File: src/rtl/i2d_pkg.sv
package i2d_pkg;
  typedef enum logic [1:0] {
    RM_NEAREST = 2'b00,
    RM_DOWN    = 2'b01,
    RM_UP      = 2'b10,
    RM_TRUNC   = 2'b11
  } rmode_e;

  localparam int unsigned EXP_W  = 11;
  localparam int unsigned FRAC_W = 52;
  localparam int unsigned BIAS   = (1 << (EXP_W - 1)) - 1;
endpackage

File: src/rtl/i2d_lzc.sv
module i2d_lzc #(
  parameter int unsigned W  = 64,
  localparam int unsigned CW = $clog2(W) + 1
) (
  input  logic [W-1:0]  vec,
  output logic [CW-1:0] cnt,
  output logic          all_zero
);
  always_comb begin
    cnt      = CW'(W);
    all_zero = 1'b1;
    for (int i = 0; i < W; i++) begin
      if (vec[i]) begin
        cnt      = CW'(W - 1 - i);
        all_zero = 1'b0;
      end
    end
  end
endmodule

File: src/rtl/i2d_rounder.sv
module i2d_rounder
  import i2d_pkg::*;
#(
  parameter int unsigned SIG_W = 53
) (
  input  logic [SIG_W-1:0] sig,
  input  logic             grd,
  input  logic             rnd,
  input  logic             stk,
  input  logic             neg,
  input  rmode_e           rmode,
  output logic [SIG_W-2:0] frac,
  output logic             carry,
  output logic             inexact
);
  logic           inc;
  logic [SIG_W:0] sum;

  always_comb begin
    inexact = grd | rnd | stk;
    unique case (rmode)
      RM_NEAREST: inc = grd & (rnd | stk | sig[0]);
      RM_DOWN:    inc = neg & inexact;
      RM_UP:      inc = ~neg & inexact;
      default:    inc = 1'b0;
    endcase
    sum   = {1'b0, sig} + {{SIG_W{1'b0}}, inc};
    carry = sum[SIG_W];
    frac  = carry ? '0 : sum[SIG_W-2:0];
  end
endmodule

File: src/rtl/int2dbl_conv.sv
module int2dbl_conv
  import i2d_pkg::*;
#(
  parameter int unsigned SRC_W    = 64,
  parameter int unsigned NARROW_W = 32,
  parameter int unsigned DST_W    = 128
) (
  input  logic             clk,
  input  logic             rst_n,
  input  logic             in_vld,
  input  logic             in_is64,
  input  logic [1:0]       in_rmode,
  input  logic [SRC_W-1:0] in_src,
  input  logic [DST_W-1:0] in_dst,
  output logic             out_vld,
  output logic [DST_W-1:0] out_dst,
  output logic             out_inexact
);
  localparam int unsigned SIG_W = FRAC_W + 1;
  localparam int unsigned DROP  = SRC_W - SIG_W;
  localparam int unsigned CW    = $clog2(SRC_W) + 1;
  localparam int unsigned RES_W = 1 + EXP_W + FRAC_W;

  logic [SRC_W-1:0]  sext;
  logic              neg;
  logic [SRC_W-1:0]  mag;
  logic [CW-1:0]     lz;
  logic              mag_zero;
  logic [SRC_W-1:0]  norm;
  logic [SIG_W-1:0]  sig;
  logic              grd, rnd, stk;
  logic [FRAC_W-1:0] frac_r;
  logic              carry;
  logic              inx_r;
  logic [EXP_W-1:0]  exp_base;
  logic [EXP_W-1:0]  exp_fin;
  logic [RES_W-1:0]  res_d;
  logic              inx_d;
  logic [DST_W-1:0]  dst_d;

  logic              vld_q;
  logic [DST_W-1:0]  dst_q;
  logic              inx_q;

  // source widening and magnitude
  always_comb begin
    sext = in_is64 ? in_src
                   : {{(SRC_W-NARROW_W){in_src[NARROW_W-1]}}, in_src[NARROW_W-1:0]};
    neg  = sext[SRC_W-1];
    mag  = neg ? (~sext + 1'b1) : sext;
  end

  i2d_lzc #(.W(SRC_W)) u_lzc (
    .vec      (mag),
    .cnt      (lz),
    .all_zero (mag_zero)
  );

  always_comb begin
    norm     = mag << lz;
    exp_base = EXP_W'(BIAS + SRC_W - 1) - EXP_W'(lz);
  end

  assign sig = norm[SRC_W-1 -: SIG_W];

  generate
    if (DROP >= 3) begin : g_grs
      assign grd = norm[DROP-1];
      assign rnd = norm[DROP-2];
      assign stk = |norm[DROP-3:0];
    end else if (DROP == 2) begin : g_gr
      assign grd = norm[1];
      assign rnd = norm[0];
      assign stk = 1'b0;
    end else begin : g_none
      assign grd = 1'b0;
      assign rnd = 1'b0;
      assign stk = 1'b0;
    end
  endgenerate

  i2d_rounder #(.SIG_W(SIG_W)) u_rnd (
    .sig     (sig),
    .grd     (grd),
    .rnd     (rnd),
    .stk     (stk),
    .neg     (neg),
    .rmode   (rmode_e'(in_rmode)),
    .frac    (frac_r),
    .carry   (carry),
    .inexact (inx_r)
  );

  // next-state: pack and merge
  always_comb begin
    exp_fin = exp_base + {{(EXP_W-1){1'b0}}, carry};
    if (mag_zero) begin
      res_d = '0;
      inx_d = 1'b0;
    end else begin
      res_d = {neg, exp_fin, frac_r};
      inx_d = inx_r;
    end
    dst_d = {in_dst[DST_W-1:RES_W], res_d};
  end

  // registers
  always_ff @(posedge clk or negedge rst_n) begin
    if (!rst_n) vld_q <= 1'b0;
    else        vld_q <= in_vld;
  end

  always_ff @(posedge clk) begin
    if (in_vld) begin
      dst_q <= dst_d;
      inx_q <= inx_d;
    end
  end

  assign out_vld     = vld_q;
  assign out_dst     = dst_q;
  assign out_inexact = inx_q;

  AST_VLD_FOLLOWS: assert property (@(posedge clk) disable iff (!rst_n)
    in_vld |=> out_vld);
  AST_VLD_IDLE: assert property (@(posedge clk) disable iff (!rst_n)
    !in_vld |=> !out_vld);
  AST_NARROW_EXACT: assert property (@(posedge clk) disable iff (!rst_n)
    (in_vld && !in_is64) |=> !out_inexact);
  AST_SIGN_KEPT: assert property (@(posedge clk) disable iff (!rst_n)
    (in_vld && in_is64) |=> (out_dst[RES_W-1] == $past(in_src[SRC_W-1])));
  AST_UPPER_KEEP: assert property (@(posedge clk) disable iff (!rst_n)
    in_vld |=> (out_dst[DST_W-1:RES_W] == $past(in_dst[DST_W-1:RES_W])));
  AST_ZERO_RESULT: assert property (@(posedge clk) disable iff (!rst_n)
    (in_vld && in_is64 && in_src == '0) |=> (out_dst[RES_W-1:0] == '0 && !out_inexact));
endmodule

File: config.mk
export PLATFORM = sky130hd
export DESIGN_NAME = int2dbl_conv
export DESIGN_NICKNAME = d
export VERILOG_FILES = /design/src/rtl/i2d_pkg.sv /design/src/rtl/i2d_lzc.sv /design/src/rtl/i2d_rounder.sv /design/src/rtl/int2dbl_conv.sv
export SDC_FILE = /design/constraint.sdc
export NUM_CORES = 1
export LEC_CHECK = 0
export ABC_AREA = 0
export ABC_CLOCK_PERIOD_IN_PS = 800
export CORE_UTILIZATION = 35
export CTS_CLUSTER_SIZE = 25
export DETAILED_ROUTE_END_ITERATION = 8
export PLACE_DENSITY = 0.61
export SYNTH_ARGS = -nofsm -noshare
export SYNTH_HDL_FRONTEND = slang
export SYNTH_SLANG_ARGS = --single-unit
File: constraint.sdc
create_clock -name clk -period 0.8 [get_ports clk]
set_input_delay 0.08 -clock clk [delete_from_list [all_inputs] [get_ports clk]]
set_output_delay 0.08 -clock clk [all_outputs]
set_load 0.05 [all_outputs]
==> results by group, run 1 <==
Synthesis
  • Post-synth EDFFs: 129
  • Cells after Synth: 2014
  • Syn. warnings: 0
  • Syn_nets: 2221
  • Primary FF master, synth: edfxtp_1
  • Synth unique cells: 109
  • Syn Std Cell Area: 0.01591 mm2
  • Syn Area/Cell: 7.899 um2
  • Register area share after synthesis: 24.51%
  • FFs w/ async S/R, synth: 0.7692%
  • #FFs+latches synth: 130
  • Area leader, netlist: edfxtp_1
  • Synth area leaders: edfxtp_1 24%, nand2_1 4.8%, mux2i_1 4.8%
  • Post-synth top area share: 24.35%

Drt
  • Drc violations: 0
  • Wirelength, routed: 91.33 mm
  • Via Count: 22178
  • Initial DRC count: 1982
  • Antenna viol nets, final: 0
  • Wire length per cell: 24.72 um
  • Pre-Repair DR Iteration Count: 6
  • DR vias/cell: 6.002

Placed design
  • I/O Buffers: 263
  • Final HPWL DP: 74.12 mm
  • Dpl ws: -7496 ps
  • RePlAce Congestion: 1.048

Power
  • Leakage power total: 12.11 nW
  • Sw Ratio: 44.87%
  • Switch Pwr: 0.02661 W
  • Peak supply drop: 2.172 mV
  • Int Power: 0.03270 W
  • Clock power share: 11.3%
  • Power Density: 2058 mW/mm2
  • Comb power frac: 71.7%
  • Seq pwr share: 17.0%

Status
  • Violated checks: setup timing
  • Outcome: finished with violations

Final layout
  • Nets: 3296
  • Layout cells sized above 1: 43.65%
  • Syn-to-layout area delta: 81.13%
  • Multi-input gate area: 0.01219 mm2
  • Register Area: 0.003899 mm2
  • Fill count: 3726

Run
  • Max Cap Violations: 0

Worst setup path
  • Slowest stage cell on the critical path: or4_4
  • WP data arrival: 7490 ps
  • Startpoint types: input port
  • Crit Path Max Fanout: 4
  • Critical path's largest stage delay: 540 ps
  • Most common cell on crit path: or4_4
  • CP required: 970 ps
  • Critical Path Sink Type: register
  • WS Path Type: in -> reg

STA
  • Clock period minus final worst setup slack: 7327 ps
  • Worst setup margin: -6527 ps
  • Fmax: 136.5 MHz
  • Fin Hold WS: 104.8 ps
  • Slew Viols, Final: 0
  • RSZ-0062 raised after global routing: true
  • Least-Margin Pin Slew: 848.4 ps
  • TNS Setup: -430310 ps
  • Slew margin rel.: 43.44%
  • Final hold violations: 0
  • Tcrit/Tclk final: 915.9%
  • Final setup viols: 195

Clock tree
  • CTS tree: yes
  • CTS buffer count: 17
  • H-tree levels: 4
  • Clk pin slew, worst setup/hold paths: 50 ps
  • Clk buf depth: 2
  • Clock root cell: clkbuf_16
  • Clock sinks: 130

Global route
  • Grt ovf: 0
  • Antenna violations before repair: 0
  • Largest net degree at the start of global routing: 58
  • First-pass GRT wire length: 133.8 mm
  • GRT Total Usage: 37.78%
  • Vias in the first global route: 21818

Die
  • Initial Utilization: 35.74%
  • Top Ports: 328
  • Die Ht: 215.2 um
  • DIE AREA: 0.04631 mm2
  • Die Wd: 215.2 um
  • FP Rows: 77
  • Core area: 0.04451 mm2

Hold path
  • Hold path startpoint: in_vld
  • HP Class: in -> reg
  • WHS Endpoint: out_vld$_DFF_PN0_
  • Hold Path Stages: 2
## sequential cells by signal, summed over array words and instances, names as in the netlist
register	cells
out_dst	128
out_inexact	1
out_vld	1
## how the worst max path moves through the flow
stage / startpoint / end / slack [ps] / cells after the start
floorplan: in_src[40] / out_dst[56]$_SDFFCE_PP0P_ / -6490 / 36
global placement: in_src[40] / out_dst[56]$_SDFFCE_PP0P_ / -7380 / 33
detailed placement: in_src[40] / out_dst[56]$_SDFFCE_PP0P_ / -7500 / 37
CTS: in_src[38] / out_dst[56]$_SDFFCE_PP0P_ / -6530 / 33
global route: in_src[7] / out_dst[56]$_SDFFCE_PP0P_ / -6730 / 33
finish: in_src[40] / out_dst[56]$_SDFFCE_PP0P_ / -6530 / 33
## Yosys cell counts (11+ instances only)
cell and instances:
inv_1 19, o22ai_1 33, a211o_1 13, nand3_1 68, o211ai_1 51, nor3_1 70
buf_1 12, xor2_1 48, xnor2_1 57, nor2b_1 15, or2_2 19, and3_1 23
buf_2 44, nor2_1 190, o31ai_1 17, or3_1 28, clkbuf_1 80, o311ai_0 16
and2_1 13, o21ai_0 113, o21a_1 12, o221ai_1 12, edfxtp_1 129, nor4_1 41
a21oi_1 110, a22oi_1 19, buf_4 11, nand4_1 44, a211oi_1 56, nand2b_1 15
mux2_2 24, nand2_1 204, or4_1 14, a31oi_1 23, nor3b_1 13, mux2i_1 76
o2111ai_1 16, a221oi_1 14
## placed cells by master, fill, tap and decap left out, types with 12 or more instances in the layout
cell type / synthesis / layout
a211o_1: 13 / 12
a211oi_1: 56 / 53
a21oi_1: 110 / 107
a221oi_1: 14 / 13
a22oi_1: 19 / 19
a31oi_1: 23 / 21
and2_1: 13 / 13
and3_1: 23 / 21
buf_12: 0 / 147
buf_4: 11 / 906
buf_6: 9 / 27
clkbuf_16: 0 / 17
clkdlybuf4s50_1: 0 / 111
dlymetal6s2s_1: 0 / 12
edfxtp_1: 129 / 129
inv_1: 19 / 17
mux2_2: 24 / 24
mux2i_1: 76 / 70
nand2_1: 204 / 198
nand2b_1: 15 / 13
nand3_1: 68 / 64
nand4_1: 44 / 44
nor2_1: 190 / 178
nor2b_1: 15 / 14
nor3_1: 70 / 56
nor4_1: 41 / 24
nor4_2: 6 / 16
o211ai_1: 51 / 51
o21a_1: 12 / 12
o21ai_0: 113 / 100
o21ai_1: 10 / 15
o22ai_1: 33 / 30
o31ai_1: 17 / 14
or2_2: 19 / 19
or3_1: 28 / 21
xnor2_1: 57 / 52
xor2_1: 48 / 47
## kinds of logic after synthesis
group,synth area share (%)
mux,6.764
xor+xnor,5.781
simple gates,27.24
fa+ha+maj,0.7078
buf+inv,5.222
flops,24.51
compound gates,29.78
## metrics by stage
stage                     std cells  util, %  instance area (um2)  total power, W
after floorplan                2014        -                16330         0.02806
after global placement         3597    60.61                26980         0.04957
after detailed placement       3597    60.61                26980         0.04997
after CTS                      3680    63.67                28340         0.05799
after global routing           3694    64.74                28810         0.06152
final                          3695    64.74                28820         0.05932
## routing by layer
layer / GRT usage (%) / share of wire (%)
met5: 0 / 0
met4: 25.93 / 8.0
met3: 4.515 / 6.1
met2: 65.24 / 48
met1: 43.60 / 38
## power groups by stage
| stage | Clock [W] | Sequential [W] | Combinational, W |
|---|---|---|---|
| after floorplan | 0 | 0.0135 | 0.0146 |
| after global placement | 0 | 0.0101 | 0.0394 |
| after detailed placement | 0 | 0.0102 | 0.0398 |
| after CTS | 0.00680 | 0.0101 | 0.0411 |
| after global routing | 0.00712 | 0.0102 | 0.0442 |
| final | 0.00672 | 0.0101 | 0.0425 |
## timing repair
action / in CTS / in global routing
endpoints found under the setup margin: 195 / 195
setup buffers: 51 / 13
pin swaps: 53 / 40
hold buffers: 1 / 0
gates resized for setup: 127 / 78
gates cloned: 0 / 1
endpoints found under the hold margin: 1 / 0
## worst max-delay path, delay by kind of cell
family	cells	cell delay, ps
simple gates	15	4220
compound gates	10	1930
fa+ha+maj	3	580
buf+inv	3	350
mux	1	180
xor+xnor	1	100
## layout make-up
| cell class | instances | area share [%] |
|---|---|---|
| diodes | 1 | 0.008684 |
| clock buffers | 20 | 1.515 |
| clock inverters | 12 | 0.2345 |
| inverters | 21 | 0.2996 |
| multi-input cells | 1707 | 42.30 |
| flip-flops and latches | 130 | 13.53 |
| well taps | 592 | 2.570 |
| repair buffers | 1212 | 39.54 |
(Power assumes the default switching activity.)
==> run 2: changes to the inputs <==
--- a/config.mk
+++ b/config.mk
@@ -10,7 +10,9 @@
 export CORE_UTILIZATION = 35
 export CTS_CLUSTER_SIZE = 25
 export DETAILED_ROUTE_END_ITERATION = 8
-export PLACE_DENSITY = 0.61
+export PLACE_DENSITY = 0.62
+export SLEW_MARGIN = 20
 export SYNTH_ARGS = -nofsm -noshare
 export SYNTH_HDL_FRONTEND = slang
+export SYNTH_HIERARCHICAL = 1
 export SYNTH_SLANG_ARGS = --single-unit
==> results by group, run 2 <==
Clock tree
  • CTS buffer count: 17 (unchanged)
  • Clk buf depth: 2 (unchanged)
  • Clock root cell: clkbuf_16 (unchanged)
  • CTS tree: yes (unchanged)
  • Clk pin slew, worst setup/hold paths: 50 ps (about the same)
  • Clock sinks: 130 (unchanged)
  • H-tree levels: 4 (unchanged)

Power
  • Leakage power total: 12.07 nW (was 12.11 nW)
  • Peak supply drop: 1.363 mV (was 2.172 mV)
  • Power Density: 2062 mW/mm2 (was 2058 mW/mm2)

Worst setup path
  • CP required: 940 ps (was 970 ps)
  • Critical Path Sink Type: register (unchanged)
  • Worst Path Buf+Inv: 9 (was 3)
  • Crit Path Max Fanout: 8 (was 4)
  • Most common cell on crit path: buf_4 (was or4_4)
  • WP data arrival: 6990 ps (was 7490 ps)
  • Critical path's largest stage delay: 410 ps (was 540 ps)
  • Startpoint types: input port (unchanged)
  • Largest delay share family, worst path: simple AND/OR/NAND/NOR gates (unchanged)
  • WS Path Type: in -> reg (unchanged)
  • Slowest stage cell on the critical path: or3_4 (was or4_4)

Synthesis
  • Syn_nets: 2004 (was 2221)
  • FFs w/ async S/R, synth: 0.7692% (unchanged)
  • Synth unique cells: 104 (was 109)
  • Syn Area/Cell: 8.252 um2 (was 7.899 um2)
  • Area leader, netlist: edfxtp_1 (unchanged)
  • Post-synth top area share: 26.11% (was 24.35%)
  • #FFs+latches synth: 130 (unchanged)
  • Synth area leaders: edfxtp_1 26%, nor2_1 5.1%, mux4_2 3.9% (was edfxtp_1 24%, nand2_1 4.8%, mux2i_1 4.8%)
  • Cells after Synth: 1798 (was 2014)
  • Primary FF master, synth: edfxtp_1 (unchanged)
  • Syn Std Cell Area: 0.01484 mm2 (was 0.01591 mm2)
  • Register area share after synthesis: 26.28% (was 24.51%)
  • Syn. warnings: 6 (was 0)
  • Count leader, synth: nor2_1 (was nand2_1)
  • Most frequent cells after synthesis: 201 x nor2_1, 132 x nand2_1, 129 x edfxtp_1 (was 204 x nand2_1, 190 x nor2_1, 129 x edfxtp_1)
  • Post-synth EDFFs: 129 (unchanged)

Die
  • Core area: 0.04185 mm2 (was 0.04451 mm2)
  • Die Ht: 207.9 um (was 215.2 um)
  • DIE AREA: 0.04322 mm2 (was 0.04631 mm2)
  • Top Ports: 328 (unchanged)
  • Die Wd: 207.9 um (was 215.2 um)
  • FP Rows: 75 (was 77)
  • Initial Utilization: 35.45% (was 35.74%)

Global route
  • Largest net degree at the start of global routing: 59 (was 58)
  • Vias in the first global route: 19691 (was 21818)
  • First-pass GRT wire length: 115.2 mm (was 133.8 mm)
  • Antenna violations before repair: 0 (unchanged)
  • Grt ovf: 0 (unchanged)
  • GRT Total Usage: 34.65% (was 37.78%)

Final layout
  • Number of antenna diodes: 0 (was 1)
  • Register Area: 0.003899 mm2 (unchanged)
  • Nets: 3059 (was 3296)
  • Commonest non-fill, non-tap cell in the layout: buf_4 (unchanged)
  • Multi-input gate area: 0.01189 mm2 (was 0.01219 mm2)
  • Syn-to-layout area delta: 91.84% (was 81.13%)
  • Largest register FFs: 128 (unchanged)
  • Fill count: 3338 (was 3726)
  • Commonest non-fill, non-tap cells in the layout: 823 x buf_4, 170 x nor2_1, 149 x buf_12 (was 906 x buf_4, 198 x nand2_1, 178 x nor2_1)
  • Layout cells sized above 1: 50.31% (was 43.65%)

Hold path
  • HP Class: in -> reg (unchanged)
  • Hold Path Stages: 2 (unchanged)
  • WHS Endpoint: out_dst[69]$_DFFE_PP_ (was out_vld$_DFF_PN0_)
  • Hold path startpoint: in_vld (unchanged)

Drt
  • Drc violations: 0 (unchanged)
  • DR vias/cell: 5.783 (was 6.002)
  • Via Count: 19691 (was 22178)
  • Initial DRC count: 1672 (was 1982)
  • Antenna viol nets, final: 0 (unchanged)
  • Wire length per cell: 22.57 um (was 24.72 um)
  • Wirelength, routed: 76.84 mm (was 91.33 mm)
  • Pre-Repair DR Iteration Count: 7 (was 6)

STA
  • Least-Margin Pin Slew: 678.7 ps (was 848.4 ps)
  • RSZ-0062 raised after global routing: true (unchanged)
  • Tcrit/Tclk final: 856.5% (was 915.9%)
  • Final setup viols: 195 (unchanged)
  • Fmax: 145.9 MHz (was 136.5 MHz)
  • Slew Viols, Final: 0 (unchanged)
  • Slew margin rel.: 54.37% (was 43.44%)
  • Clock period minus final worst setup slack: 6852 ps (was 7327 ps)
  • Fin Hold WS: 109.5 ps (was 104.8 ps)
  • Final hold violations: 0 (unchanged)
  • Worst setup margin: -6052 ps (was -6527 ps)

Placed design
  • Dpl ws: -7279 ps (was -7496 ps)
  • RePlAce Congestion: 1.028 (was 1.048)
  • Final HPWL DP: 61.50 mm (was 74.12 mm)
  • I/O Buffers: 263 (unchanged)

Status
  • Outcome: finished with violations (unchanged)
  • Violated checks: setup timing (unchanged)

Run
  • Max Cap Violations: 0 (unchanged)
==> run 2: area by class of cell <==
cell class,instances,share of cell area [%]
multi-input combinational,1471,41.76
timing repair buffer,1165,39.09
sequential,130,13.70
tap,539,2.369
clock buffer,20,1.569
inverter,68,0.9539
clock inverter,12,0.5583
==> run 2: kinds of logic after synthesis <==
family | after synthesis | share of synthesized area (%)
adders and majority gates | 8 | 0.6747
DFF | 130 | 26.28
and+or+nand+nor | 813 | 29.79
xor gates and xnor gates | 90 | 5.490
muxes | 116 | 10.34
buffers and inverters | 197 | 5.347
AOI/OAI and AO/OA | 444 | 22.08
==> run 2: worst max path at each step <==
stage / startpoint / endpoint / depth (start not counted)
after global placement: in_src[5] / out_dst[58]$_SDFFCE_PP0P_ / 35
after detailed placement: in_src[5] / out_dst[58]$_SDFFCE_PP0P_ / 33
after global routing: in_src[4] / out_dst[58]$_SDFFCE_PP0P_ / 36
final: in_src[4] / out_dst[46]$_SDFFCE_PP0P_ / 38
after floorplan: in_src[36] / out_dst[58]$_SDFFCE_PP0P_ / 35
after CTS: in_src[0] / out_dst[58]$_SDFFCE_PP0P_ / 40
==> run 2: layer usage <==
layer | track usage [%] | vias up | routed length, um
met1 | 39.05 | 9430 | 28720
met3 | 3.789 | 252 | 4263
met2 | 62.58 | 956 | 38110
li1 | - | 9053 | -
met5 | 0 | - | 0
met4 | 21.40 | 0 | 5751
==> run 2: through the flow <==
stage | instances | instance area [um2] | power, W | setup TNS [ps] | utilization (%)
finish | 3405 | 28460 | 0.05870 | -409210 | 68.01
global route | 3405 | 28460 | 0.06115 | -425880 | 68.01
CTS | 3377 | 27730 | 0.05731 | -397980 | 66.26
detailed placement | 3246 | 25030 | 0.04655 | -455050 | 59.79
global placement | 3246 | 25030 | 0.04625 | -452050 | 59.79
floorplan | 1798 | 15170 | 0.02694 | -371560 | -
==> run 2: power breakdown <==
group | internal, W | switching (W)
Combinational | 0.0204 | 0.0205
Clock | 0.00499 | 0.00280
Sequential | 0.00913 | 0.000933
Total | 0.0345 | 0.0242
==> run 2: what timing repair did <==
action | 4_1_cts | 5_1_grt
pin swaps | 109 | 64
buffers inserted | 99 | 31
resized for setup | 375 | 121
cloned | 1 | 0
endpoints found under the setup margin | 195 | 195
endpoints found under the hold margin | 1 | 0
hold buffers | 1 | 0
